[config.mk]
export PLATFORM = sky130hd
export DESIGN_NAME = pwl_curve_eval
export DESIGN_NICKNAME = d
export VERILOG_FILES = /design/src/rtl/pwl_pkg.sv /design/src/rtl/pwl_seg_finder.sv /design/src/rtl/pwl_coef_table.sv /design/src/rtl/pwl_mac_sat.sv /design/src/rtl/pwl_curve_eval.sv
export SDC_FILE = /design/constraint.sdc
export NUM_CORES = 2
export LEC_CHECK = 0
export ABC_AREA = 1
export BUFFER_PORTS_ARGS = -buffer_cell sky130_fd_sc_hd__buf_2
export CORE_MARGIN = 3
export CORE_UTILIZATION = 49
export DETAILED_ROUTE_END_ITERATION = 16
export GPL_TIMING_DRIVEN = 0
export SLEW_MARGIN = 20
export SYNTH_ARGS = -nofsm -noshare
export SYNTH_HDL_FRONTEND = slang
export SYNTH_SLANG_ARGS = --single-unit
[constraint.sdc]
create_clock -name clk -period 7.8 [get_ports clk]
set_input_delay 0.39 -clock clk [delete_from_list [all_inputs] [get_ports clk]]
set_output_delay 0.39 -clock clk [all_outputs]
set_load 0.02 [all_outputs]
[src/rtl/pwl_pkg.sv]
// Package: shared constants and the boundary law for the curve evaluator.
// Assumes boundaries are nondecreasing in k for either law.
package pwl_pkg;

    localparam int EDGE_FRAC = 2;

    // Boundary k in quarter units, for a span of 2^(int_w) integer values.
    function automatic longint edge_quarters(input int k, input int nseg,
                                             input int int_w, input bit exp_law);
        longint span;
        span = longint'(1) << (int_w + EDGE_FRAC);
        if (exp_law)
            return span >> (nseg - k);
        return (span * k * k * k) / (longint'(nseg) * nseg * nseg);
    endfunction

endpackage

[src/rtl/pwl_seg_finder.sv]
// Segment finder: compares the sample against all boundaries at once and
// turns the thermometer result into a segment number.
// Assumes boundaries are nondecreasing, so the compare vector is a thermometer.
module pwl_seg_finder #(
    parameter int  NUM_SEG = 16,
    parameter int  INT_W   = 8,
    parameter int  FRAC_W  = 6,
    parameter bit  EXP_LAW = 1'b0,
    localparam int DATA_W  = 1 + INT_W + FRAC_W,
    localparam int SEG_W   = (NUM_SEG > 1) ? $clog2(NUM_SEG) : 1
) (
    input  logic signed [DATA_W-1:0] x,
    output logic        [NUM_SEG-1:0] ge,
    output logic        [SEG_W-1:0]   seg
);
    localparam int CMP_W = DATA_W + 2;
    localparam int SHIFT = FRAC_W - pwl_pkg::EDGE_FRAC;

    logic signed [CMP_W-1:0] x_ext;
    logic        [SEG_W:0]   cnt;

    assign x_ext = CMP_W'(x);

    // One comparator per boundary, each against its own constant.
    for (genvar k = 0; k < NUM_SEG; k++) begin : g_cmp
        localparam logic signed [CMP_W-1:0] EDGE =
            CMP_W'(pwl_pkg::edge_quarters(k, NUM_SEG, INT_W, EXP_LAW) << SHIFT);
        assign ge[k] = (x_ext >= EDGE);
    end

    // Count boundaries at or below the sample.
    always_comb begin
        cnt = '0;
        for (int k = 0; k < NUM_SEG; k++)
            cnt = cnt + (SEG_W+1)'(ge[k]);
    end

    // Segment is the count minus one, never below zero.
    always_comb begin
        if (cnt == '0)
            seg = '0;
        else
            seg = SEG_W'(cnt - 1'b1);
    end

endmodule

[src/rtl/pwl_coef_table.sv]
// Coefficient store: one slope/offset pair per (segment, shape).
// Written at start-up; read once per valid sample into a register.
// Assumes NUM_SHAPE and NUM_SEG fill their index widths.
module pwl_coef_table #(
    parameter int  NUM_SEG   = 16,
    parameter int  NUM_SHAPE = 4,
    parameter int  DATA_W    = 15,
    parameter int  COEF_W    = 15,
    localparam int SEG_W     = (NUM_SEG > 1)   ? $clog2(NUM_SEG)   : 1,
    localparam int SHAPE_W   = (NUM_SHAPE > 1) ? $clog2(NUM_SHAPE) : 1
) (
    input  logic                     clk,
    input  logic                     we,
    input  logic [SEG_W-1:0]         wr_seg,
    input  logic [SHAPE_W-1:0]       wr_shape,
    input  logic signed [COEF_W-1:0] wr_slope,
    input  logic signed [DATA_W-1:0] wr_offset,
    input  logic                     rd_en,
    input  logic [SEG_W-1:0]         rd_seg,
    input  logic [SHAPE_W-1:0]       rd_shape,
    output logic signed [COEF_W-1:0] slope_q,
    output logic signed [DATA_W-1:0] offset_q
);
    logic signed [COEF_W-1:0] slope_mem  [NUM_SEG][NUM_SHAPE];
    logic signed [DATA_W-1:0] offset_mem [NUM_SEG][NUM_SHAPE];

    // Store a coefficient pair on a write strobe.
    always_ff @(posedge clk) begin
        if (we) begin
            slope_mem[wr_seg][wr_shape]  <= wr_slope;
            offset_mem[wr_seg][wr_shape] <= wr_offset;
        end
    end

    // Fetch the pair for the current sample into the stage register.
    always_ff @(posedge clk) begin
        if (rd_en) begin
            slope_q  <= slope_mem[rd_seg][rd_shape];
            offset_q <= offset_mem[rd_seg][rd_shape];
        end
    end

endmodule

[src/rtl/pwl_mac_sat.sv]
// Multiply-add stage: forms slope*x + offset, floors to 6 fraction bits,
// clamps to the output range and registers the result.
// Assumes x, slope and offset share FRAC_W fraction bits.
module pwl_mac_sat #(
    parameter int DATA_W = 15,
    parameter int COEF_W = 15,
    parameter int FRAC_W = 6
) (
    input  logic                     clk,
    input  logic                     rst_n,
    input  logic                     v_in,
    input  logic signed [DATA_W-1:0] x,
    input  logic signed [COEF_W-1:0] slope,
    input  logic signed [DATA_W-1:0] offset,
    output logic                     v_out,
    output logic signed [DATA_W-1:0] y
);
    localparam int PROD_W = DATA_W + COEF_W;
    localparam int SUM_W  = PROD_W + 1;
    localparam logic signed [SUM_W-1:0] Y_MAX = SUM_W'((longint'(1) << (DATA_W-1)) - 1);
    localparam logic signed [SUM_W-1:0] Y_MIN = -(SUM_W'(longint'(1) << (DATA_W-1)));

    logic signed [PROD_W-1:0] prod;
    logic signed [SUM_W-1:0]  sum;
    logic signed [SUM_W-1:0]  scaled;
    logic signed [DATA_W-1:0] clamped;

    // Single multiplier and adder, offset aligned to the product's fraction.
    always_comb begin
        prod   = x * slope;
        sum    = SUM_W'(prod) + (SUM_W'(offset) <<< FRAC_W);
        scaled = sum >>> FRAC_W;
    end

    // Clamp to the output rails instead of wrapping.
    always_comb begin
        if (scaled > Y_MAX)
            clamped = Y_MAX[DATA_W-1:0];
        else if (scaled < Y_MIN)
            clamped = Y_MIN[DATA_W-1:0];
        else
            clamped = scaled[DATA_W-1:0];
    end

    // Output register: updates only on a valid sample.
    always_ff @(posedge clk) begin
        if (!rst_n) begin
            v_out <= 1'b0;
            y     <= '0;
        end else begin
            v_out <= v_in;
            if (v_in)
                y <= clamped;
        end
    end

    // result held while no valid sample arrives.
    a_r7_hold: assert property (@(posedge clk) disable iff (!rst_n)
        !v_in |=> $stable(y));

    // a nonnegative exact sum never comes out negative.
    a_r5_no_wrap_pos: assert property (@(posedge clk) disable iff (!rst_n)
        (v_in && !sum[SUM_W-1]) |=> !y[DATA_W-1]);

    // a negative exact sum never comes out nonnegative.
    a_r5_no_wrap_neg: assert property (@(posedge clk) disable iff (!rst_n)
        (v_in && sum[SUM_W-1]) |=> y[DATA_W-1]);

endmodule

[src/rtl/pwl_curve_eval.sv]
// Top: piecewise-linear curve evaluator. Stage 1 finds the segment and
// fetches the coefficient pair; stage 2 does the multiply-add and clamp.
// Assumes the coefficient store is loaded before samples are sent.
module pwl_curve_eval #(
    parameter int  NUM_SEG   = 16,
    parameter int  NUM_SHAPE = 4,
    parameter int  INT_W     = 8,
    parameter int  FRAC_W    = 6,
    parameter int  COEF_W    = 1 + INT_W + FRAC_W,
    parameter bit  EXP_LAW   = 1'b0,
    localparam int DATA_W    = 1 + INT_W + FRAC_W,
    localparam int SEG_W     = (NUM_SEG > 1)   ? $clog2(NUM_SEG)   : 1,
    localparam int SHAPE_W   = (NUM_SHAPE > 1) ? $clog2(NUM_SHAPE) : 1
) (
    input  logic                     clk,
    input  logic                     rst_n,
    input  logic                     smp_valid,
    input  logic signed [DATA_W-1:0] smp_data,
    input  logic [SHAPE_W-1:0]       smp_shape,
    input  logic                     cfg_we,
    input  logic [SEG_W-1:0]         cfg_seg,
    input  logic [SHAPE_W-1:0]       cfg_shape,
    input  logic signed [COEF_W-1:0] cfg_slope,
    input  logic signed [DATA_W-1:0] cfg_offset,
    output logic                     res_valid,
    output logic signed [DATA_W-1:0] res_sample
);
    logic [NUM_SEG-1:0]       ge;
    logic [SEG_W-1:0]         seg;
    logic                     s1_valid;
    logic signed [DATA_W-1:0] s1_x;
    logic signed [COEF_W-1:0] s1_slope;
    logic signed [DATA_W-1:0] s1_offset;

    pwl_seg_finder #(
        .NUM_SEG (NUM_SEG),
        .INT_W   (INT_W),
        .FRAC_W  (FRAC_W),
        .EXP_LAW (EXP_LAW)
    ) u_find (
        .x   (smp_data),
        .ge  (ge),
        .seg (seg)
    );

    pwl_coef_table #(
        .NUM_SEG   (NUM_SEG),
        .NUM_SHAPE (NUM_SHAPE),
        .DATA_W    (DATA_W),
        .COEF_W    (COEF_W)
    ) u_table (
        .clk       (clk),
        .we        (cfg_we),
        .wr_seg    (cfg_seg),
        .wr_shape  (cfg_shape),
        .wr_slope  (cfg_slope),
        .wr_offset (cfg_offset),
        .rd_en     (smp_valid),
        .rd_seg    (seg),
        .rd_shape  (smp_shape),
        .slope_q   (s1_slope),
        .offset_q  (s1_offset)
    );

    // Stage-1 register: carry the sample and its qualifier beside the fetch.
    always_ff @(posedge clk) begin
        if (!rst_n) begin
            s1_valid <= 1'b0;
            s1_x     <= '0;
        end else begin
            s1_valid <= smp_valid;
            if (smp_valid)
                s1_x <= smp_data;
        end
    end

    pwl_mac_sat #(
        .DATA_W (DATA_W),
        .COEF_W (COEF_W),
        .FRAC_W (FRAC_W)
    ) u_mac (
        .clk    (clk),
        .rst_n  (rst_n),
        .v_in   (s1_valid),
        .x      (s1_x),
        .slope  (s1_slope),
        .offset (s1_offset),
        .v_out  (res_valid),
        .y      (res_sample)
    );

    // compare results form a thermometer (boundary k+1 passed implies k passed).
    a_r2_thermometer: assert property (@(posedge clk) disable iff (!rst_n)
        smp_valid |-> (((ge >> 1) & ~ge) == '0));

    // a valid sample yields a valid result two edges later.
    a_r6_latency_on: assert property (@(posedge clk) disable iff (!rst_n)
        smp_valid |-> ##2 res_valid);

    // no sample, no result two edges later.
    a_r6_latency_off: assert property (@(posedge clk) disable iff (!rst_n)
        !smp_valid |-> ##2 !res_valid);

endmodule

; ---- After elaboration in Yosys (flattened, before gate mapping)
; Memories as Yosys holds them, arrays and structs flattened.
; Cells that the tools add are included.
[totals]
ff_bits = 62
ram_bits = 1920
out_inout_bits = 16
word_cells = 63
mem_count = 2
[mem_list]
columns = name, depth, word_bits, read_ports, rd_ports_with_merged_regs, write_ports, line_no
row1 = u_table.offset_mem, 16, 60, 1, 0, 1, pwl_coef_table.sv:25  ; logic signed [DATA_W-1:0] offset_mem [NUM_SEG][NUM_SHAPE];
row2 = u_table.slope_mem, 16, 60, 1, 0, 1, pwl_coef_table.sv:24  ; logic signed [COEF_W-1:0] slope_mem [NUM_SEG][NUM_SHAPE];
[classes]
add_sub_neg = 17
multipliers = 1
magnitude_cmp = 20
n_mux = 13
bitwise_logic = 2
reduce_logical = 2
[ops]
columns = op, n
row1 = $mux W15, 7
row2 = $add A5 B1 Y5, 14
row3 = $bmux W15 S2, 2
row4 = $mux W60, 1
row5 = $ge A15 B13 Y1 const B, 3
row6 = $ge A15 B15 Y1 const B, 3
row7 = $add A30 B21 Y31, 1
row8 = $demux W15 S2, 1
row9 = $ge A15 B10 Y1 const B, 2
row10 = $ge A15 B14 Y1 const B, 2
row11 = $mul A15 B15 Y30, 1
row12 = $gt A25 B15 Y1 const B, 1
row13 = $lt A25 B15 Y1 const B, 1
row14 = $ge A15 B1 Y1 const B, 1
row15 = $ge A15 B11 Y1 const B, 1
row16 = $ge A15 B12 Y1 const B, 1
row17 = $ge A15 B7 Y1 const B, 1
row18 = $ge A15 B8 Y1 const B, 1
row19 = $ge A3 B3 Y1 const B, 2
row20 = $not A2 Y3, 2
row21 = $logic_not A5 Y1, 1
row22 = $mux W4, 1
row23 = $sub A4 B1 Y4 const B, 1
row24 = $lt A3 B1 Y1 const B, 1
row25 = other kinds (3), 3

; ---- Logic depth before layout (Yosys ltp)
; An unclocked memory read counts as a cell.
[depth]
word_depth = 22
mapped_depth = 34

; ---- Cells and area by module
; Synthesis repeated with hierarchy kept, for this count alone.
[unflattened]
hier_cells = 8184
hier_area_um2 = 90573.1
[by_module_without_submodules]
columns = mod, n_inst, cells_per_inst, area_per_inst_um2, seq_area_each_um2
row1 = pwl_coef_table, 1, 6528, 78391.4, 58556.2
row2 = pwl_mac_sat, 1, 1415, 10660.2, 320.3
row3 = pwl_seg_finder, 1, 143, 853.3, 0.0
row4 = pwl_curve_eval, 1, 98, 668.1, 320.3

; ---- Worst setup path after synthesis
; OpenSTA, ideal clock, no wires.
[synth_path]
path_type = flip-flop to flip-flop
startpoint = register s1_x[14]
endpoint = register u_mac.y[10]
setup_time_ps = 122
t_arrival_ps = 6114
required_time_ps = 7678
path_slack_ps = 1564
stages_incl_launch_ff = 30
path_buffers = 3
synth_period_minus_slack_ps = 6236
cell_sequence = dfxtp_1 clkbuf_1 nand2_1 fa_1 inv_1 fa_1 clkbuf_1 inv_1 fa_1 inv_1 fa_1 inv_1 fa_1 inv_1 fa_1 ha_1 nand2_1 nor2_1 and2_1 and2_1 nand2_1 nand2_1 nand2_1 nand2_1 nand3_1 nor2_1 nand3_1 a21oi_2 buf_2 a21oi_1
[synth_between]
elab_chain_cells = 5
[synth_rtl]
columns = item, line_no
row1 = "start, declared", pwl_curve_eval.sv:31  ; logic signed [DATA_W-1:0] s1_x;
row2 = "start signal, assigned", pwl_curve_eval.sv:73  ; s1_x <= smp_data;
row3 = $mul A15 B15 Y30 (*), pwl_mac_sat.sv:30  ; prod = x * slope;
row4 = $add A30 B21 Y31 (*), pwl_mac_sat.sv:31  ; sum = SUM_W'(prod) + (SUM_W'(offset) <<< FRAC_W);
row5 = $lt A25 B15 Y1, pwl_mac_sat.sv:39  ; else if (scaled < Y_MIN)
row6 = $mux W15, pwl_mac_sat.sv:39
row7 = $mux W15 (*), pwl_mac_sat.sv:37  ; if (scaled > Y_MAX)
row8 = "end signal, assigned", pwl_mac_sat.sv:53  ; y <= clamped;
row9 = "end, declared", pwl_mac_sat.sv:16  ; output logic signed [DATA_W-1:0] y
; Mark *: on every way between the ends. The rest lies on a longest branch, timed or not.
; A chain may end at the register's enable or synchronous reset.

; ---- Worst setup path in the final report
[layout_path]
startpoint = input smp_data[7]
endpoint = register u_table.offset_q[3], data pin
[layout_between]
elab_chain_cells = 22
[layout_rtl]
columns = item, line_no
row1 = "start, declared", pwl_curve_eval.sv:18  ; input logic signed [DATA_W-1:0] smp_data,
row2 = $ge A15 B1 Y1, pwl_seg_finder.sv:28  ; assign ge[k] = (x_ext >= EDGE);
row3 = $add A1 B1 Y2, pwl_seg_finder.sv:35  ; cnt = cnt + (SEG_W+1)'(ge[k]);
row4 = $add A5 B1 Y5 (13 in a row), pwl_seg_finder.sv:35
row5 = $add A5 B1 Y5 (*), pwl_seg_finder.sv:35
row6 = $sub A4 B1 Y4 or $logic_not A5 Y1 (tied branches), "pwl_seg_finder.sv:43, pwl_seg_finder.sv:40"
row7 = $mux W4 (*), pwl_seg_finder.sv:40  ; if (cnt == '0)
row8 = $mem_v2 Z16 W60 (*), --
row9 = $bmux W15 S2 (*), pwl_coef_table.sv:39  ; offset_q <= offset_mem[rd_seg][rd_shape];
row10 = $mux W15 (not written as such) (*) (2 in a row), pwl_coef_table.sv:39
row11 = "end signal, assigned", pwl_coef_table.sv:39
row12 = "end, declared", pwl_coef_table.sv:22  ; output logic signed [DATA_W-1:0] offset_q
; Mark *: on every way between the ends. The rest lies on a longest branch, timed or not. The select of a mux whose other input is x is not followed.

==> flow_metrics.tcl <==
set metrics [dict create \
    status "finished clean" \
    io_pins 73 \
    synth_cell_types 40 \
    clkSlewWorstSetupHoldPaths_ps 60 \
    die_width_um 440 \
    layout.nets 8610 \
    crit_required_ps 8360 \
    drt-vias-per-instance 5.63 \
    first_iter_violations 7133 \
    gr-total-overflow 0 \
    hpwl_um 206000 \
    cts-htree-levels 4 \
    setup.worst_path.end "u_table.offset_q[3]" \
    timing.rr.start "u_table.slope_q[1]" \
    synth_warnings 0 \
    rrSetupSlack_ps 420 \
    max_freq_mhz 132 \
    routedWlPerCell_um 25.9 \
    max_stage_delay_ps 690 \
    finalSetupViolations 0 \
    grt.total_usage 0.292 \
    relSlewSlack 0.244 \
    reg2reg_to "u_mac.y[13]" \
    numCtsBuffers 205 \
    nFillCells 15405 \
    crit_path_frequent_cell "fa_1" \
    grt_pass1_wl_um 405000 \
    start_util 0.495 \
    syn2layout_area_growth_pct 14.5 \
    multi_input_area_um2 26100 \
    timing.critical_path.buf_inv 5 \
    synth_area_um2 92100 \
    final-max-slew-violation-count 0 \
    avgSynthCellArea_um2 11.8 \
    synth.yosys.seq_area_share 0.643 \
    hold_class "in2reg" \
    synth_top_cell_area_share 0.636 \
    cp-end-kind "register" \
    grt_max_degree 65 \
    cts_buffer_depth 3 \
    cp_top_family "adder cells" \
    layout_common_cells "1950 x edfxtp_1, 1359 x nand2_1, 1286 x inv_1" \
    finalHoldViolations 0 \
    die_area_um2 193000 \
    coreArea_um2 186000 \
    antenna_found_initial 24 \
    wl_um 281000 \
    synthCells 7803 \
    yosys-top-cells-area "edfxtp_1 64%, o211ai_1 7.4%, fa_1 5.6%, nand2_1 5.5%, nand3_1 5.3%" \
    ant_nets 0 \
    skew_ps 44.0 \
    synth_fp_nets 8195 \
    synthArstFlopShare 0 \
    final_common_cell "edfxtp_1" \
    vias 61188 \
    clock-sinks 1982 \
    synth-edff-count 1950 \
    finalCriticalPeriod_ps 7590 \
    post_route_cells_drive_above_1_share 0.110 \
    cap_viol_max_count 0 \
    place_congestion 1.02 \
    firstDrtPassIters 7 \
    worst-path-stages 25 \
    die_h_um 440 \
    cts_tree "yes" \
    crit_slowest_cell "buf_2" \
    cp-start-kind "input port" \
    final.period_utilization 0.974 \
    root_buffer "clkbuf_16" \
    port_buffers 71 \
    crit_arrival_ps 8150 \
    worst-path-max-fanout 10 \
    yosysTopAreaCell "edfxtp_1" \
    grt_pass1_vias 59111 \
    crit_type "in2reg" \
    insertion_delay_ps 880 \
    ys_ff_latch 1982 \
    critPathLaunch "smp_data[7]" \
    num_rows 158 \
    drcViolationCount 0 \
    reg2regPathDepth 27 \
    fin_util 0.567 \
    regArea_um2 59200 \
    ys.flop_type "edfxtp_1" \
    rsz0062_at_grt "no" \
    worstMarginPinSlew_ps 1130 \
]
registers in the layout, indices dropped and copies added, names as in the netlist:
signal              cells
u_table.slope_mem     960
u_mac.v_out             1
s1_valid                1
u_mac.y                15
u_table.offset_mem    960
u_table.offset_q       15
s1_x                   15
u_table.slope_q        15
worst min-delay path by stage:
stage                             start  cells past startpoint  slack, ps                       end
after global placement      u_mac.y[14]                      2        460               u_mac.y[14]
final                      cfg_slope[3]                      1         60   u_table.slope_mem[2][3]
after global routing       cfg_slope[3]                      1         50  u_table.slope_mem[3][33]
after detailed placement    u_mac.y[14]                      2        470               u_mac.y[14]
after CTS                  cfg_slope[3]                      1         30  u_table.slope_mem[1][33]
after floorplan           cfg_offset[0]                      0        490  u_table.offset_mem[0][0]
per-layer routing:
| metal | vias to the layer above | track usage | share of wire |
|---|---|---|---|
| li1 | 27834 | - | - |
| met4 | 4 | 0.152 | 0.059 |
| met5 | - | 0 | 0.000096 |
| met3 | 499 | 0.0576 | 0.088 |
| met2 | 2647 | 0.448 | 0.45 |
| met1 | 30204 | 0.395 | 0.40 |
cell families after synthesis:
kind of cell / synth area share
xor+xnor: 0.00274
fa+ha+maj: 0.0665
flops: 0.643
buf+inv: 0.0789
simple gates: 0.129
compound gates: 0.0801
repair_timing:
item | CTS | global route
endpoints found under the hold margin | 531 | 0
setup endpoints to repair | 0 | 27
resized for setup | 0 | 20
hold buffers | 43 | 0
setup buffers | 0 | 3
metrics by stage:
stage	area (um2)	TNS [ps]	setup WS [ps]	cells	hold slack, ps
after floorplan	92100	0	1560	7803	489
after global placement	95500	-18810	-847	10354	459
after detailed placement	98300	-11280	-716	10448	466
after CTS	105000	0	0.0133	10861	27.1
after global routing	105000	0	16.3	10867	45.4
final	105000	0	206	10873	63.5
area by class of cell:
class	count	share of cell area
inverter	1291	0.0460
antenna	12	0.000285
tap	2480	0.0294
buffer	457	0.0230
sequential	1982	0.561
clock inverter	122	0.0129
timing repair buffer	211	0.0289
clock buffer	248	0.0504
multi-input combinational	4070	0.248
cell usage after synthesis (60+ instances only):
cell type  count
or2_2        129
nand2_1     1359
nor2_1       147
clkbuf_1     166
buf_4         60
buf_2        150
o211ai_1     902
edfxtp_1    1950
fa_1         257
ha_1          78
inv_1       1287
nand3_1      976
Power is left out: the tool's default activity adds up to more than one toggle a clock period on the data nets, which glitch-free logic cannot reach.
